`config.mk`:
```
export PLATFORM = sky130hd
export DESIGN_NAME = edge_pair_capture
export DESIGN_NICKNAME = d
export VERILOG_FILES = /design/src/rtl/pcap_pkg.sv /design/src/rtl/pcap_ctrl.sv /design/src/rtl/pcap_datapath.sv /design/src/rtl/edge_pair_capture.sv
export SDC_FILE = /design/constraint.sdc
export NUM_CORES = 1
export LEC_CHECK = 0
export ABC_AREA = 1
export ABC_CLOCK_PERIOD_IN_PS = 2950
export BUFFER_PORTS_ARGS = -buffer_cell sky130_fd_sc_hd__buf_4
export CAP_MARGIN = 5
export CORE_MARGIN = 1.5
export CORE_UTILIZATION = 25
export DETAILED_ROUTE_END_ITERATION = 6
export PLACE_DENSITY = 0.51
export SYNTH_ARGS = -nofsm -noshare
export SYNTH_HDL_FRONTEND = slang
export SYNTH_HIERARCHICAL = 1
export SYNTH_SLANG_ARGS = --single-unit
```
`constraint.sdc`:
```
create_clock -name clk -period 2.95 [get_ports clk]
set_input_delay 0.295 -clock clk [delete_from_list [all_inputs] [get_ports clk]]
set_output_delay 0.295 -clock clk [all_outputs]
set_load 0.01 [all_outputs]
```
`src/rtl/pcap_pkg.sv`:
```
package pcap_pkg;
  typedef enum logic [1:0] {
    EDGE_OFF  = 2'b00,
    EDGE_RISE = 2'b01,
    EDGE_FALL = 2'b10,
    EDGE_ANY  = 2'b11
  } edgeSel_e;

  typedef struct packed {
    logic takeFirst;
    logic takeSecond;
  } capStrobe_t;

  function automatic logic edgeMatch(input logic [1:0] sel, input logic rise, input logic fall);
    case (sel)
      EDGE_RISE: edgeMatch = rise;
      EDGE_FALL: edgeMatch = fall;
      EDGE_ANY:  edgeMatch = rise | fall;
      default:   edgeMatch = 1'b0;
    endcase
  endfunction
endpackage

```
`src/rtl/pcap_ctrl.sv`:
```
module pcap_ctrl
  import pcap_pkg::*;
#(
  parameter int SYNC_STAGES = 2
) (
  input  logic       clk,
  input  logic       rstN,
  input  logic       chanIn,
  input  logic       pairEn,
  input  logic       contMode,
  input  logic [1:0] edgeSelA,
  input  logic [1:0] edgeSelB,
  input  logic       armSet,
  input  logic       clrFlagA,
  input  logic       clrFlagB,
  output capStrobe_t strobe,
  output logic       flagA,
  output logic       flagB,
  output logic       armed
);
  localparam int LAST = SYNC_STAGES - 1;

  logic [LAST:0] syncQ;
  logic          prevQ;
  logic          riseEv, fallEv;
  logic          inSecond;
  logic          hitA, hitB;

  always_ff @(posedge clk or negedge rstN) begin
    if (!rstN) begin
      syncQ <= '0;
      prevQ <= 1'b0;
    end else begin
      syncQ <= {syncQ[LAST-1:0], chanIn};
      prevQ <= syncQ[LAST];
    end
  end

  assign riseEv = syncQ[LAST] & ~prevQ;
  assign fallEv = ~syncQ[LAST] & prevQ;
  assign hitA   = edgeMatch(edgeSelA, riseEv, fallEv);
  assign hitB   = edgeMatch(edgeSelB, riseEv, fallEv);

  always_comb begin
    strobe = '0;
    if (!armSet && pairEn && armed) begin
      strobe.takeFirst  = !inSecond && hitA;
      strobe.takeSecond = inSecond && hitB;
    end
  end

  always_ff @(posedge clk or negedge rstN) begin
    if (!rstN) begin
      armed    <= 1'b0;
      inSecond <= 1'b0;
    end else if (armSet) begin
      armed    <= 1'b1;
      inSecond <= 1'b0;
    end else if (!pairEn) begin
      inSecond <= 1'b0;
    end else if (strobe.takeFirst) begin
      inSecond <= 1'b1;
    end else if (strobe.takeSecond) begin
      inSecond <= 1'b0;
      if (!contMode) armed <= 1'b0;
    end
  end

  always_ff @(posedge clk or negedge rstN) begin
    if (!rstN) begin
      flagA <= 1'b0;
      flagB <= 1'b0;
    end else begin
      if (strobe.takeFirst)  flagA <= 1'b1;
      else if (clrFlagA)     flagA <= 1'b0;
      if (strobe.takeSecond) flagB <= 1'b1;
      else if (clrFlagB)     flagB <= 1'b0;
    end
  end

  // only one stage fires per cycle
  p_single_stage_r9: assert property (@(posedge clk) disable iff (!rstN)
    !(strobe.takeFirst && strobe.takeSecond));
  // arm state can only rise after an arm pulse
  p_arm_source_r10: assert property (@(posedge clk) disable iff (!rstN)
    !armSet |=> !$rose(armed));
  // one-shot second capture disarms
  p_oneshot_disarm_r5: assert property (@(posedge clk) disable iff (!rstN)
    (strobe.takeSecond && !contMode) |=> !armed);
  // flags fall only on a clear pulse
  p_flag_a_hold_r8: assert property (@(posedge clk) disable iff (!rstN)
    (flagA && !clrFlagA) |=> flagA);
  p_flag_b_hold_r8: assert property (@(posedge clk) disable iff (!rstN)
    (flagB && !clrFlagB) |=> flagB);
endmodule

```
`src/rtl/pcap_datapath.sv`:
```
module pcap_datapath
  import pcap_pkg::*;
#(
  parameter int CNT_W = 16
) (
  input  logic             clk,
  input  logic             rstN,
  input  logic [CNT_W-1:0] cntVal,
  input  capStrobe_t       strobe,
  output logic [CNT_W-1:0] capA,
  output logic [CNT_W-1:0] capB
);
  always_ff @(posedge clk or negedge rstN) begin
    if (!rstN) begin
      capA <= '0;
      capB <= '0;
    end else begin
      if (strobe.takeFirst)  capA <= cntVal;
      if (strobe.takeSecond) capB <= cntVal;
    end
  end

  // first register holds between first-stage strobes
  p_capa_hold_r3: assert property (@(posedge clk) disable iff (!rstN)
    !strobe.takeFirst |=> $stable(capA));
  // second register holds between second-stage strobes
  p_capb_hold_r4: assert property (@(posedge clk) disable iff (!rstN)
    !strobe.takeSecond |=> $stable(capB));
  // a first-stage strobe stores the sampled count
  p_capa_load_r3: assert property (@(posedge clk) disable iff (!rstN)
    strobe.takeFirst |=> capA == $past(cntVal));
endmodule

```
`src/rtl/edge_pair_capture.sv`:
```
module edge_pair_capture
  import pcap_pkg::*;
#(
  parameter int CNT_W       = 16,
  parameter int SYNC_STAGES = 2
) (
  input  logic             clk,
  input  logic             rstN,
  input  logic [CNT_W-1:0] cntVal,
  input  logic             chanIn,
  input  logic             pairEn,
  input  logic             contMode,
  input  logic [1:0]       edgeSelA,
  input  logic [1:0]       edgeSelB,
  input  logic             armSet,
  input  logic             clrFlagA,
  input  logic             clrFlagB,
  output logic [CNT_W-1:0] capA,
  output logic [CNT_W-1:0] capB,
  output logic             flagA,
  output logic             flagB,
  output logic             armed
);
  capStrobe_t strobe;

  pcap_ctrl #(.SYNC_STAGES(SYNC_STAGES)) u_ctrl (
    .clk(clk), .rstN(rstN), .chanIn(chanIn), .pairEn(pairEn),
    .contMode(contMode), .edgeSelA(edgeSelA), .edgeSelB(edgeSelB),
    .armSet(armSet), .clrFlagA(clrFlagA), .clrFlagB(clrFlagB),
    .strobe(strobe), .flagA(flagA), .flagB(flagB), .armed(armed)
  );

  pcap_datapath #(.CNT_W(CNT_W)) u_datapath (
    .clk(clk), .rstN(rstN), .cntVal(cntVal), .strobe(strobe),
    .capA(capA), .capB(capB)
  );
endmodule

```
Word level (Yosys, flattened, before mapping)
Index checks and enable logic that the tools add are counted.
{"block": "word_totals", "mem_bits_ro": 0, "n_memories": 0, "register_bits": 39, "in_bits": 28, "out_inout_bits": 35, "latchBits": 0, "ramBits": 0}
{"block": "op_classes", "n_eq_ne": 9, "n_shift": 0, "n_mul": 0, "muxes": 16, "div_mod_pow": 0, "order_cmp": 0, "bitwise": 5, "reduce_logical": 11, "n_addsub": 0}
{"cell": "$mux W1", "count": 13}
{"cell": "$eq A2 B2 Y1 const B", "count": 4}
{"cell": "$reduce_bool A2 Y1", "count": 4}
{"cell": "$pmux W1 S3", "count": 2}
{"cell": "$eq A2 B1 Y1 const B", "count": 2}
{"cell": "$logic_and A1 B1 Y1", "count": 4}
{"cell": "$ne A4 B1 Y1 const B", "count": 1}
{"cell": "$reduce_and A4 Y1", "count": 1}
{"cell": "$and A1 B1 Y1", "count": 2}
{"cell": "$logic_not A1 Y1", "count": 2}
{"cell": "$mux W2", "count": 1}
{"cell": "$ne A2 B1 Y1 const B", "count": 1}
{"cell": "$ne A2 B2 Y1 const B", "count": 1}
{"cell": "$not A1 Y1", "count": 2}
{"cell": "$or A1 B1 Y1", "count": 1}

Logic depth before layout (Yosys ltp)
Gate-level depths: netlist of the first run.
{"block": "logic_depth", "depth_word": 10, "ltp_mapped": 12, "depth_no_buf": 10}

Cells and area by module
The synthesis of the first run kept the hierarchy.
{"module": "pcap_datapath", "cells_each": 136, "area_each_um2": 1246.2, "instances": 1}
{"module": "pcap_ctrl", "cells_each": 43, "area_each_um2": 357.8, "instances": 1}

Worst setup path after synthesis of the first run
Ideal clock, no wire load.
{"block": "synth_path", "path_type": "register to register", "from": "reg u_ctrl.syncQ[1]", "to": "reg u_datapath.capB[10]", "stages_incl_launch_ff": 13, "path_slack_ns": 1.439, "synth_period_minus_slack_ns": 1.511, "arrival_ns": 1.394, "setup_time_ns": 0.117, "path_cell_list": "dfrtp_1 inv_1 ha_1 nand2_1 nor2_1 nor2_1 nand2_1 inv_1 buf_6 inv_6 buf_6 nand2_1 nand2_1"}
{"element": "from (decl)", "line": "pcap_ctrl.sv:23", "rtl": "logic [LAST:0] syncQ;"}
{"element": "from (signal assigned)", "line": "pcap_ctrl.sv:34", "rtl": "syncQ <= {syncQ[LAST-1:0], chanIn};"}
{"element": "to (signal assigned)", "line": "pcap_datapath.sv:19", "rtl": "if (strobe.takeSecond) capB <= cntVal;"}
{"element": "to (decl)", "line": "pcap_datapath.sv:11", "rtl": "output logic [CNT_W-1:0] capB"}

==> qor.yml, run 1 <==
critical_path:
  slowest_delay_ns: 0.49
  path_max_fanout: 17
  cp_top_family: "buffers and inverters"
  r2r_end: "u_datapath/capB[6]$_DFFE_PN0P_"
  rrSetupSlack_ns: 0.97
  slowest_stage: "inv_1"
  startpoint_type: "register"
  crit_start: "u_ctrl/syncQ[1]$_DFF_PN0_"
  cp.buffers_inverters: 3
  r2r_start: "u_ctrl/syncQ[1]$_DFF_PN0_"
  cp.arrival_ns: 2.16
  path_class: "reg -> reg"
  endpoint_kind: "register"
  ff2ff_path_depth: 10
  crit_path_cell_trace: "inv_1 > ha_1 > nand2_1 > nor2_1 > nor2_1 > nand2_1 > inv_1 > inv_6 > nand2_1 > nand2_1"
  critPathRequiredTime_ns: 3.13
  cp_common_cell: "nand2_1"
place:
  io_buffers: 62
  dpl_worst_slack_ns: 0.976
  dpl.hpwl_um: 2660
  place_area_sq_um: 2100
  gp_congestion: 0.709
clocking:
  cts_tree: "yes"
  cts_hold_buf: 1
  clkSlewWorstSetupHoldPaths_ns: 0.08
  clock-sinks: 39
  postCtsSetupRepairBufs: 0
  clock-root-buffer: "clkbuf_8"
  cts_htree_levels: 2
  cts_resized: 0
  cts_buffers: 5
  cts_buffer_depth: 2
  clock_latency_ns: 0.29
global_routing:
  use_met2: 0.177
  antenna_found_initial: 0
  busiest_layer: "met2"
  gr-usage-met1: 0.166
  track_usage: 0.120
  use_met3: 0.0388
  grt_pass1_vias: 1285
  overflow: 0
  grt_pass1_wl_um: 6570
  grt_max_degree: 40
run:
  drv_cap: 0
layout:
  final_common_cell: "nand2_1"
  layout.nets: 273
  drive_above_1_share: 0.311
  postLayoutCoreUtil: 0.352
  num_antenna_cells: 0
  fillers: 646
  area_growth_pct: 37.9
  final_area_sq_um: 2210
  layout_common_cells: "nand2_1, buf_4, dfrtp_1, inv_1, clkbuf_8"
floorplanning:
  die_h_um: 83.1
  core_area_sq_um: 6280
  chipWidth_um: 83.1
  io_pins: 63
  dieArea_sq_um: 6910
  fp-row-count: 29
  initial_core_util: 0.256
hold_path:
  hold_start: "chanIn"
  hp-class: "in -> reg"
  holdPathStages: 1
  whs_endpoint: "u_ctrl/syncQ[0]$_DFF_PN0_"
sta:
  min_period_ns: 1.98
  tightest_slew_ns: 0.683
  drv_slew: 0
  fin_skew_ns: 0.00745
  slew_headroom: 0.544
  fin_crit_sh: 0.671
  hold_viol_final: 0
  layout_setup_ws_ns: 0.971
  rsz0062_at_grt: "false"
  max_freq_ghz: 0.505
  finalSetupViolations: 0
  setup-tns-final_ns: 0
yosys:
  synthTopCellsByArea: "dfrtp_1, nand2_1, buf_6, inv_1, ha_1"
  synth_top_area_cell: "dfrtp_1"
  syn_nets: 209
  ys_types: 13
  yosysTopAreaCellShare: 0.608
  synth_cells: 179
  synth_area_sq_um: 1600
  ys_seq_area_frac: 0.608
  syn_avg_cell_area_sq_um: 8.96
  synth_seq_cells: 39
  yosys_warnings: 6
detailed_routing:
  num_vias: 1274
  drc: 0
  routedWlPerCell_um: 11.7
  ant_nets: 0
  dr.pass1.iters: 6
  drt_first_iter_violations: 51
  via_per_inst: 3.97
  drt_wl_total_um: 3750
power:
  ir_drop_mv: 0.202
  power_density_nw_per_um2: 633
  p_leak_nw: 1.27
status:
  status: "finished, final reports clean"
-- metal layers --
metal,vias up,share of wire
li1,664,-
met1,566,0.48
met2,39,0.44
met3,5,0.059
met4,0,0.015
met5,-,0
-- stage by stage --
step	std cells	hold slack [ns]	power, W
after floorplan	179	-0.000591	0.000816
after global placement	312	0.303	0.00102
after detailed placement	312	0.298	0.00102
after CTS	321	0.0964	0.00143
after global routing	321	0.0898	0.00150
final	321	0.109	0.00140
-- cell usage after synthesis, drive strengths merged --
| master | number |
|---|---|
| nand2 | 103 |
| dfrtp | 39 |
| inv | 12 |
| nor2 | 7 |
| buf | 6 |
| nand3 | 6 |
| ha | 2 |
| o21ai | 2 |
| a21o | 1 |
| a21oi | 1 |
-- logic make-up (layout without fill, tap and decap cells) --
group / count (synthesis) / count (layout) / share of synthesized area
DFF: 39 / 39 / 0.608
AOI/OAI and AO/OA: 4 / 4 / 0.0140
and+or+nand+nor: 116 / 116 / 0.285
adders and majority gates: 2 / 2 / 0.0156
buffers and inverters: 18 / 83 / 0.0764
-- sequential cells by signal (all words and copies together), names as in the netlist --
register / cells
u_datapath/capB: 16
u_ctrl/flagA: 1
u_ctrl/prevQ: 1
u_ctrl/inSecond: 1
u_ctrl/syncQ: 2
u_datapath/capA: 16
u_ctrl/armed: 1
u_ctrl/flagB: 1
-- area by class of cell --
| cell class | count | area, sq um | area share |
|---|---|---|---|
| Multi-Input combinational cell | 122 | 505 | 0.229 |
| Timing Repair Buffer | 63 | 475 | 0.215 |
| Sequential cell | 39 | 976 | 0.441 |
| Inverter | 12 | 55.1 | 0.0249 |
| Tap cell | 77 | 96.3 | 0.0436 |
| Clock inverter | 1 | 7.51 | 0.00339 |
| Clock buffer | 7 | 96.3 | 0.0436 |
-- power by group --
part           switching, W  total [W]  internal (W)  leakage, nW
sequential        0.0000530   0.000681      0.000628        0.501
combinational      0.000154   0.000326      0.000171        0.714
clock              0.000182   0.000394      0.000213       0.0505
total              0.000389    0.00140       0.00101         1.27
-- worst reg2reg max path: stages (launching register included) --
cell     delay, ns
dfrtp_1       0.37
inv_1         0.05
ha_1          0.30
nand2_1       0.07
nor2_1        0.04
nor2_1        0.14
nand2_1       0.10
inv_1         0.49
inv_6         0.16
nand2_1       0.11
nand2_1       0.05
-- worst max path at each step --
stage,slack [ns],depth (start not counted),endpoint
2_1_floorplan,1.44,12,u_datapath/capB[10]$_DFFE_PN0P_
3_3_place_gp,1.06,8,u_datapath/capA[3]$_DFFE_PN0P_
3_5_place_dp,0.98,10,u_datapath/capB[6]$_DFFE_PN0P_
4_1_cts,0.95,10,u_datapath/capB[6]$_DFFE_PN0P_
5_1_grt,0.71,10,u_datapath/capB[7]$_DFFE_PN0P_
6_report,0.97,10,u_datapath/capB[6]$_DFFE_PN0P_
(Power assumes the default switching activity.)
==> run 2: changes to the inputs <==
ABC_AREA = 0   (was 1)
ABC_CLOCK_PERIOD_IN_PS = 2070   (was 2950)
clock period = 2.07 ns   (was 2.95 ns; I/O delays follow)
==> qor.yml, run 2 <==
sta:
  slew_headroom: 0.672  # +0.128
  fin_crit_sh: 0.976  # +0.305
  hold_viol_final: 0  # unchanged
  min_period_ns: 2.02  # +0.0422 ns
  drv_slew: 0  # unchanged
  max_freq_ghz: 0.495  # -2.1%
  rsz0062_at_grt: "true"
  fin_skew_ns: 0.00693  # -0.000512 ns
  finalSetupViolations: 0  # unchanged
  tightest_slew_ns: 0.492  # -0.191 ns
detailed_routing:
  ant_nets: 0  # unchanged
  drt_wl_total_um: 3490  # -6.9%
  num_vias: 1028  # -19%
  dr.pass1.iters: 3  # -3
  routedWlPerCell_um: 14.3  # +22%
  drc: 0  # unchanged
  via_per_inst: 4.21  # +6.2%
  drt_first_iter_violations: 20  # -61%
power:
  combPwrFrac: 0.284  # +0.051
  swShare: 0.265  # -0.0130
  clockPowerShare: 0.235  # -0.046
  p_int_w: 0.00152  # +50%
  ir_drop_mv: 0.448  # +120%
  p_switching_w: 0.000546  # +40%
  total_power_w: 0.00206  # +47%
  power_density_nw_per_um2: 886  # +40%
  p_leak_nw: 1.17  # -7.6%
  p_seq_frac: 0.482  # -0.004
yosys:
  synth_edf_count: 0  # unchanged
  yosysMostFrequentCell: "dfrtp_1"
  ys_seq_area_frac: 0.599  # -0.00981
  yosysTopAreaCellShare: 0.599  # -0.00981
  yosys_warnings: 6  # unchanged
  synth_compound_area_frac: 0.0338  # +0.0197
  synth_top_family_by_area: "multiplexers"
  synthTopCellsByArea: "dfrtp_1, mux2_4, mux2_2, buf_12, inv_1"
  synth_seq_cells: 39  # unchanged
  synth_top_area_cell: "dfrtp_1"
  synth_xor_area_frac: 0  # unchanged
  syn_avg_cell_area_sq_um: 16.8  # +88%
  ys.flop_type: "dfrtp_1"
  synth-simple-area-share: 0.0307  # -0.255
  syn_nets: 127  # -39%
  synthArstFlopShare: 1.00  # unchanged
  synth_cells: 97  # -46%
  synth_area_sq_um: 1630  # +1.6%
  synth_common_cells: "dfrtp_1, mux2_4, mux2_2, inv_1"
  synth_adder_area_share: 0.0153  # -0.000251
  synth_mux_area_frac: 0.267  # +0.267
  ys_types: 17  # +4
place:
  place_area_sq_um: 2180  # +3.7%
  io_buffers: 62  # unchanged
  gp_congestion: 0.724  # +2.1%
  dpl.hpwl_um: 2380  # -11%
  dp_cells: 234  # -25%
layout:
  reg.largest.list: "u_datapath/capA: 16 flops, u_datapath/capB: 16 flops, u_ctrl/syncQ: 2 flops"
  final_cells: 244  # -24%
  layout.nets: 197  # -28%
  num_antenna_cells: 0  # unchanged
  final_area_sq_um: 2330  # +5.2%
  fillers: 640  # -0.93%
  drive_above_1_share: 0.653  # +0.341
  area_growth_pct: 42.7
  final_common_cell: "buf_4"
  layout_common_cells: "buf_4, dfrtp_1, mux2_4, inv_1, mux2_2"
critical_path:
  slowest_stage: "or4_4"
  endpoint_kind: "register"
  slowest_delay_ns: 0.45  # -0.04 ns
  cp.arrival_ns: 2.19  # +0.03 ns
  cp_top_family: "simple AND/OR/NAND/NOR gates"
  cp.buffers_inverters: 3  # unchanged
  critPathRequiredTime_ns: 2.24  # -0.89 ns
  startpoint_type: "register"
  path_max_fanout: 8  # -9
  crit_path_cell_trace: "inv_1 > ha_1 > and3_1 > or4_4 > clkinvlp_4 > clkbuf_16 > mux2_4"
  path_class: "reg -> reg"
global_routing:
  overflow: 0  # unchanged
  grt_max_degree: 40  # unchanged
  grt_pass1_wl_um: 5740  # -13%
  grt_pass1_vias: 1170  # -8.9%
  antenna_found_initial: 0  # unchanged
  track_usage: 0.103  # -0.0171
floorplanning:
  die_h_um: 83.8  # +0.79%
  chipWidth_um: 83.8  # +0.79%
  fp-row-count: 29  # unchanged
  dieArea_sq_um: 7010  # +1.6%
  core_area_sq_um: 6310  # +0.58%
  initial_core_util: 0.258  # +0.00269
  io_pins: 63  # unchanged
clocking:
  clkSlewWorstSetupHoldPaths_ns: 0.07  # about the same
  clock-sinks: 39  # unchanged
  clock-root-buffer: "clkbuf_8"
  cts_buffer_depth: 2  # unchanged
  cts_tree: "yes"
  clock_latency_ns: 0.28  # about the same
  cts_htree_levels: 2  # unchanged
  cts_buffers: 5  # unchanged
run:
  drv_cap: 0  # unchanged
hold_path:
  hp-class: "in -> reg"
status:
  status: "finished, final reports clean"
run 2: layer usage:
metal | up-vias | part of all wire | GRT usage | wire (um)
li1 | 475 | - | - | -
met1 | 508 | 0.42 | 0.130 | 1480
met2 | 40 | 0.50 | 0.166 | 1750
met3 | 5 | 0.065 | 0.0356 | 227
met4 | 0 | 0.0086 | 0.0313 | 30
met5 | - | 0 | 0 | 0
run 2: cell type report:
cell class | instances | area, sq um | share of cell area
flip-flops and latches | 39 | 976 | 0.419
multi-input cells | 47 | 594 | 0.255
repair buffers | 67 | 548 | 0.235
well taps | 77 | 96.3 | 0.0414
clock buffers | 5 | 68.8 | 0.0296
inverters | 7 | 30.0 | 0.0129
clock inverters | 2 | 13.8 | 0.00591
run 2: metrics by stage:
step                      hold slack (ns)  setup TNS (ns)  utilization  setup WS [ns]
final                              0.0295               0        0.369         0.0493
after global routing              0.00613          -0.284        0.369        -0.0346
after CTS                          0.0157               0        0.359         0.0135
after detailed placement            0.214               0        0.345         0.0163
after global placement              0.205               0        0.345         0.0658
after floorplan                   -0.0886               0            -          0.102
run 2: final timing paths:
| kind | slack (ns) | cells after the start | to | start |
|---|---|---|---|---|
| max | 0.05 | 7 | u_datapath/capB[5]$_DFFE_PN0P_ | u_ctrl/syncQ[1]$_DFF_PN0_ |
| min in group asynchronous | 0.42 | 2 | u_datapath/capB[4]$_DFFE_PN0P_ | rstN |
| min | 0.03 | 1 | u_ctrl/syncQ[0]$_DFF_PN0_ | chanIn |
| max reg2reg | 0.05 | 7 | u_datapath/capB[5]$_DFFE_PN0P_ | u_ctrl/syncQ[1]$_DFF_PN0_ |
| min reg2reg | 0.35 | 0 | u_ctrl/syncQ[1]$_DFF_PN0_ | u_ctrl/syncQ[0]$_DFF_PN0_ |
| max in group asynchronous | 1.29 | 2 | u_ctrl/prevQ$_DFF_PN0_ | rstN |
run 2: power by group through the flow:
stage / Clock (W) / Combinational (W) / Sequential, W
2_1_floorplan: 0 / 0.000198 / 0.00106
3_3_place_gp: 0 / 0.000568 / 0.00100
3_5_place_dp: 0 / 0.000578 / 0.00101
4_1_cts: 0.000512 / 0.000579 / 0.000997
5_1_grt: 0.000553 / 0.000628 / 0.00102
6_report: 0.000484 / 0.000585 / 0.000993
run 2: cell families after synthesis:
group / count (synthesis)
flip-flops: 39
buffers and inverters: 11
adder cells (fa/ha/maj): 2
AO/OA/AOI/OAI: 8
multiplexers: 32
AND/OR/NAND/NOR: 5
run 2: timing repair:
| action | 4_1_cts | 5_1_grt |
|---|---|---|
| endpoints found under the setup margin | 0 | 16 |
| gates resized for setup | 0 | 7 |
| buffers inserted | 0 | 1 |
| endpoints found under the hold margin | 39 | 0 |
| hold buffers | 1 | 0 |
==> run 3: changes to the inputs <==
BUFFER_PORTS_ARGS = unset   (was -buffer_cell sky130_fd_sc_hd__buf_4)
DONT_BUFFER_PORTS = 1   (was unset)
PLACE_DENSITY = 0.42   (was 0.51)
==> qor.yml, run 3 (synthesized netlist as in run 2, its figures left out) <==
critical_path:
  cp.arrival_ns: 2.18  # about the same
  startpoint_type: "register"
  critPathRequiredTime_ns: 2.24  # about the same
  path_class: "reg -> reg"
  path_max_fanout: 7  # -1
  ff2ff_path_depth: 7  # unchanged
  endpoint_kind: "register"
layout:
  layout_common_cells: "dfrtp_1, mux2_4, mux2_2, clkbuf_8, inv_1"
  final_common_cell: "dfrtp_1"
  final_area_sq_um: 1870  # -20%
  area_growth_pct: 14.5
  layout.nets: 138  # -30%
  drive_above_1_share: 0.459  # -0.194
  reg.largest.list: "u_datapath/capA: 16 flops, u_datapath/capB: 16 flops, u_ctrl/syncQ: 2 flops"
  num_antenna_cells: 0  # unchanged
  fillers: 641  # +0.16%
clocking:
  cts_buffers: 5  # unchanged
  cts_buffer_depth: 2  # unchanged
  clkSlewWorstSetupHoldPaths_ns: 0.07  # about the same
  cts_tree: "yes"
  clock-sinks: 39  # unchanged
  clock-root-buffer: "clkbuf_8"
  clock_latency_ns: 0.28  # about the same
  cts_htree_levels: 2  # unchanged
status:
  status: "finished, final reports clean"
floorplanning:
  io_pins: 63  # unchanged
  die_h_um: 83.8  # unchanged
  dieArea_sq_um: 7010  # unchanged
  chipWidth_um: 83.8  # unchanged
  fp-row-count: 29  # unchanged
  initial_core_util: 0.258  # unchanged
  core_area_sq_um: 6310  # unchanged
global_routing:
  antenna_found_initial: 0  # unchanged
  overflow: 0  # unchanged
  grt_pass1_vias: 907  # -22%
  grt_max_degree: 40  # unchanged
  grt_pass1_wl_um: 5200  # -9.5%
  track_usage: 0.0971  # -0.00597
sta:
  max_freq_ghz: 0.498  # +0.61%
  drv_slew: 0  # unchanged
  layout_setup_ws_ns: 0.0616  # +0.0123 ns
  min_period_ns: 2.01  # -0.0123 ns
  fin_skew_ns: 0.00354  # -0.00339 ns
  tightest_slew_ns: 0.328  # -0.164 ns
  setup-tns-final_ns: 0  # unchanged
  finalSetupViolations: 0  # unchanged
  hold_viol_final: 0  # unchanged
  slew_headroom: 0.780  # +0.108
  rsz0062_at_grt: "false"
  fin_crit_sh: 0.970  # -0.00592
detailed_routing:
  via_per_inst: 4.47  # +6.2%
  drt_wl_total_um: 3230  # -7.4%
  drt_first_iter_violations: 26  # +30%
  dr.pass1.iters: 3  # unchanged
  num_vias: 832  # -19%
  drc: 0  # unchanged
  routedWlPerCell_um: 17.4  # +21%
  ant_nets: 0  # unchanged
power:
  p_leak_nw: 0.879  # -25%
  ir_drop_mv: 0.327  # -27%
  total_power_w: 0.00189  # -8.4%
  power_density_nw_per_um2: 1010  # +14%
hold_path:
  hp-class: "in -> reg"
  holdPathStages: 1  # unchanged
place:
  gp_congestion: 0.740  # +2.3%
  dpl_worst_slack_ns: 0.0132  # -0.00313 ns
  io_buffers: 0  # -100%
  place_area_sq_um: 1700  # -22%
  dpl.hpwl_um: 2250  # -5.1%
run:
  drv_cap: 0  # unchanged
## run 3: path summary, 6_finish.rpt
path	start	endpoint	slack, ns
worst max-delay path	u_ctrl/syncQ[1]$_DFF_PN0_	u_datapath/capB[3]$_DFFE_PN0P_	0.06
worst min-delay path	clrFlagB	u_ctrl/flagB$_DFFE_PN0P_	0.02
worst max register to register	u_ctrl/syncQ[1]$_DFF_PN0_	u_datapath/capB[3]$_DFFE_PN0P_	0.06
worst min register to register	u_ctrl/syncQ[0]$_DFF_PN0_	u_ctrl/syncQ[1]$_DFF_PN0_	0.36
max in group asynchronous	rstN	u_datapath/capB[12]$_DFFE_PN0P_	1.48
min in group asynchronous	rstN	u_datapath/capA[4]$_DFFE_PN0P_	0.39
## run 3: area by class of cell
class | count | area (sq um) | area share
flip-flops and latches | 39 | 976 | 0.523
inverters | 7 | 26.3 | 0.0141
clock buffers | 7 | 96.3 | 0.0516
well taps | 77 | 96.3 | 0.0516
clock inverters | 1 | 7.51 | 0.00402
repair buffers | 8 | 92.6 | 0.0496
multi-input cells | 47 | 572 | 0.306
## run 3: per-layer routing
metal / global-route usage / vias up / routed length [um]
met3: 0.0257 / 2 / 145
li1: - / 362 / -
met4: 0.0492 / 0 / 39
met1: 0.112 / 441 / 1320
met5: 0 / - / 0
met2: 0.165 / 27 / 1720
## run 3: repair_timing
action,in CTS,in global routing
hold endpoints to repair,40,0
hold buffers,3,0
setup buffers,0,1
gates resized for setup,0,5
endpoints found under the setup margin,0,16
## run 3: through the flow
stage | util | hold slack (ns) | cells
after floorplan | - | -0.0886 | 97
after global placement | 0.269 | -0.0876 | 174
after detailed placement | 0.269 | -0.0880 | 174
after CTS | 0.292 | 0.00991 | 185
after global routing | 0.296 | 0.0247 | 186
final | 0.296 | 0.0216 | 186
## run 3: power by group
| group | internal (W) | switching [W] | total [W] |
|---|---|---|---|
| registers | 0.000908 | 0.000172 | 0.00108 |
| clock network | 0.000303 | 0.000267 | 0.000570 |
| logic | 0.000171 | 0.0000675 | 0.000239 |
| total | 0.00138 | 0.000506 | 0.00189 |
## run 3: critical path: stages (launching register included)
cell and delay (ns):
dfrtp_1 0.36, inv_1 0.05, ha_1 0.30, and3_1 0.14, or4_4 0.46, inv_2 0.11, buf_6 0.14, mux2_2 0.33
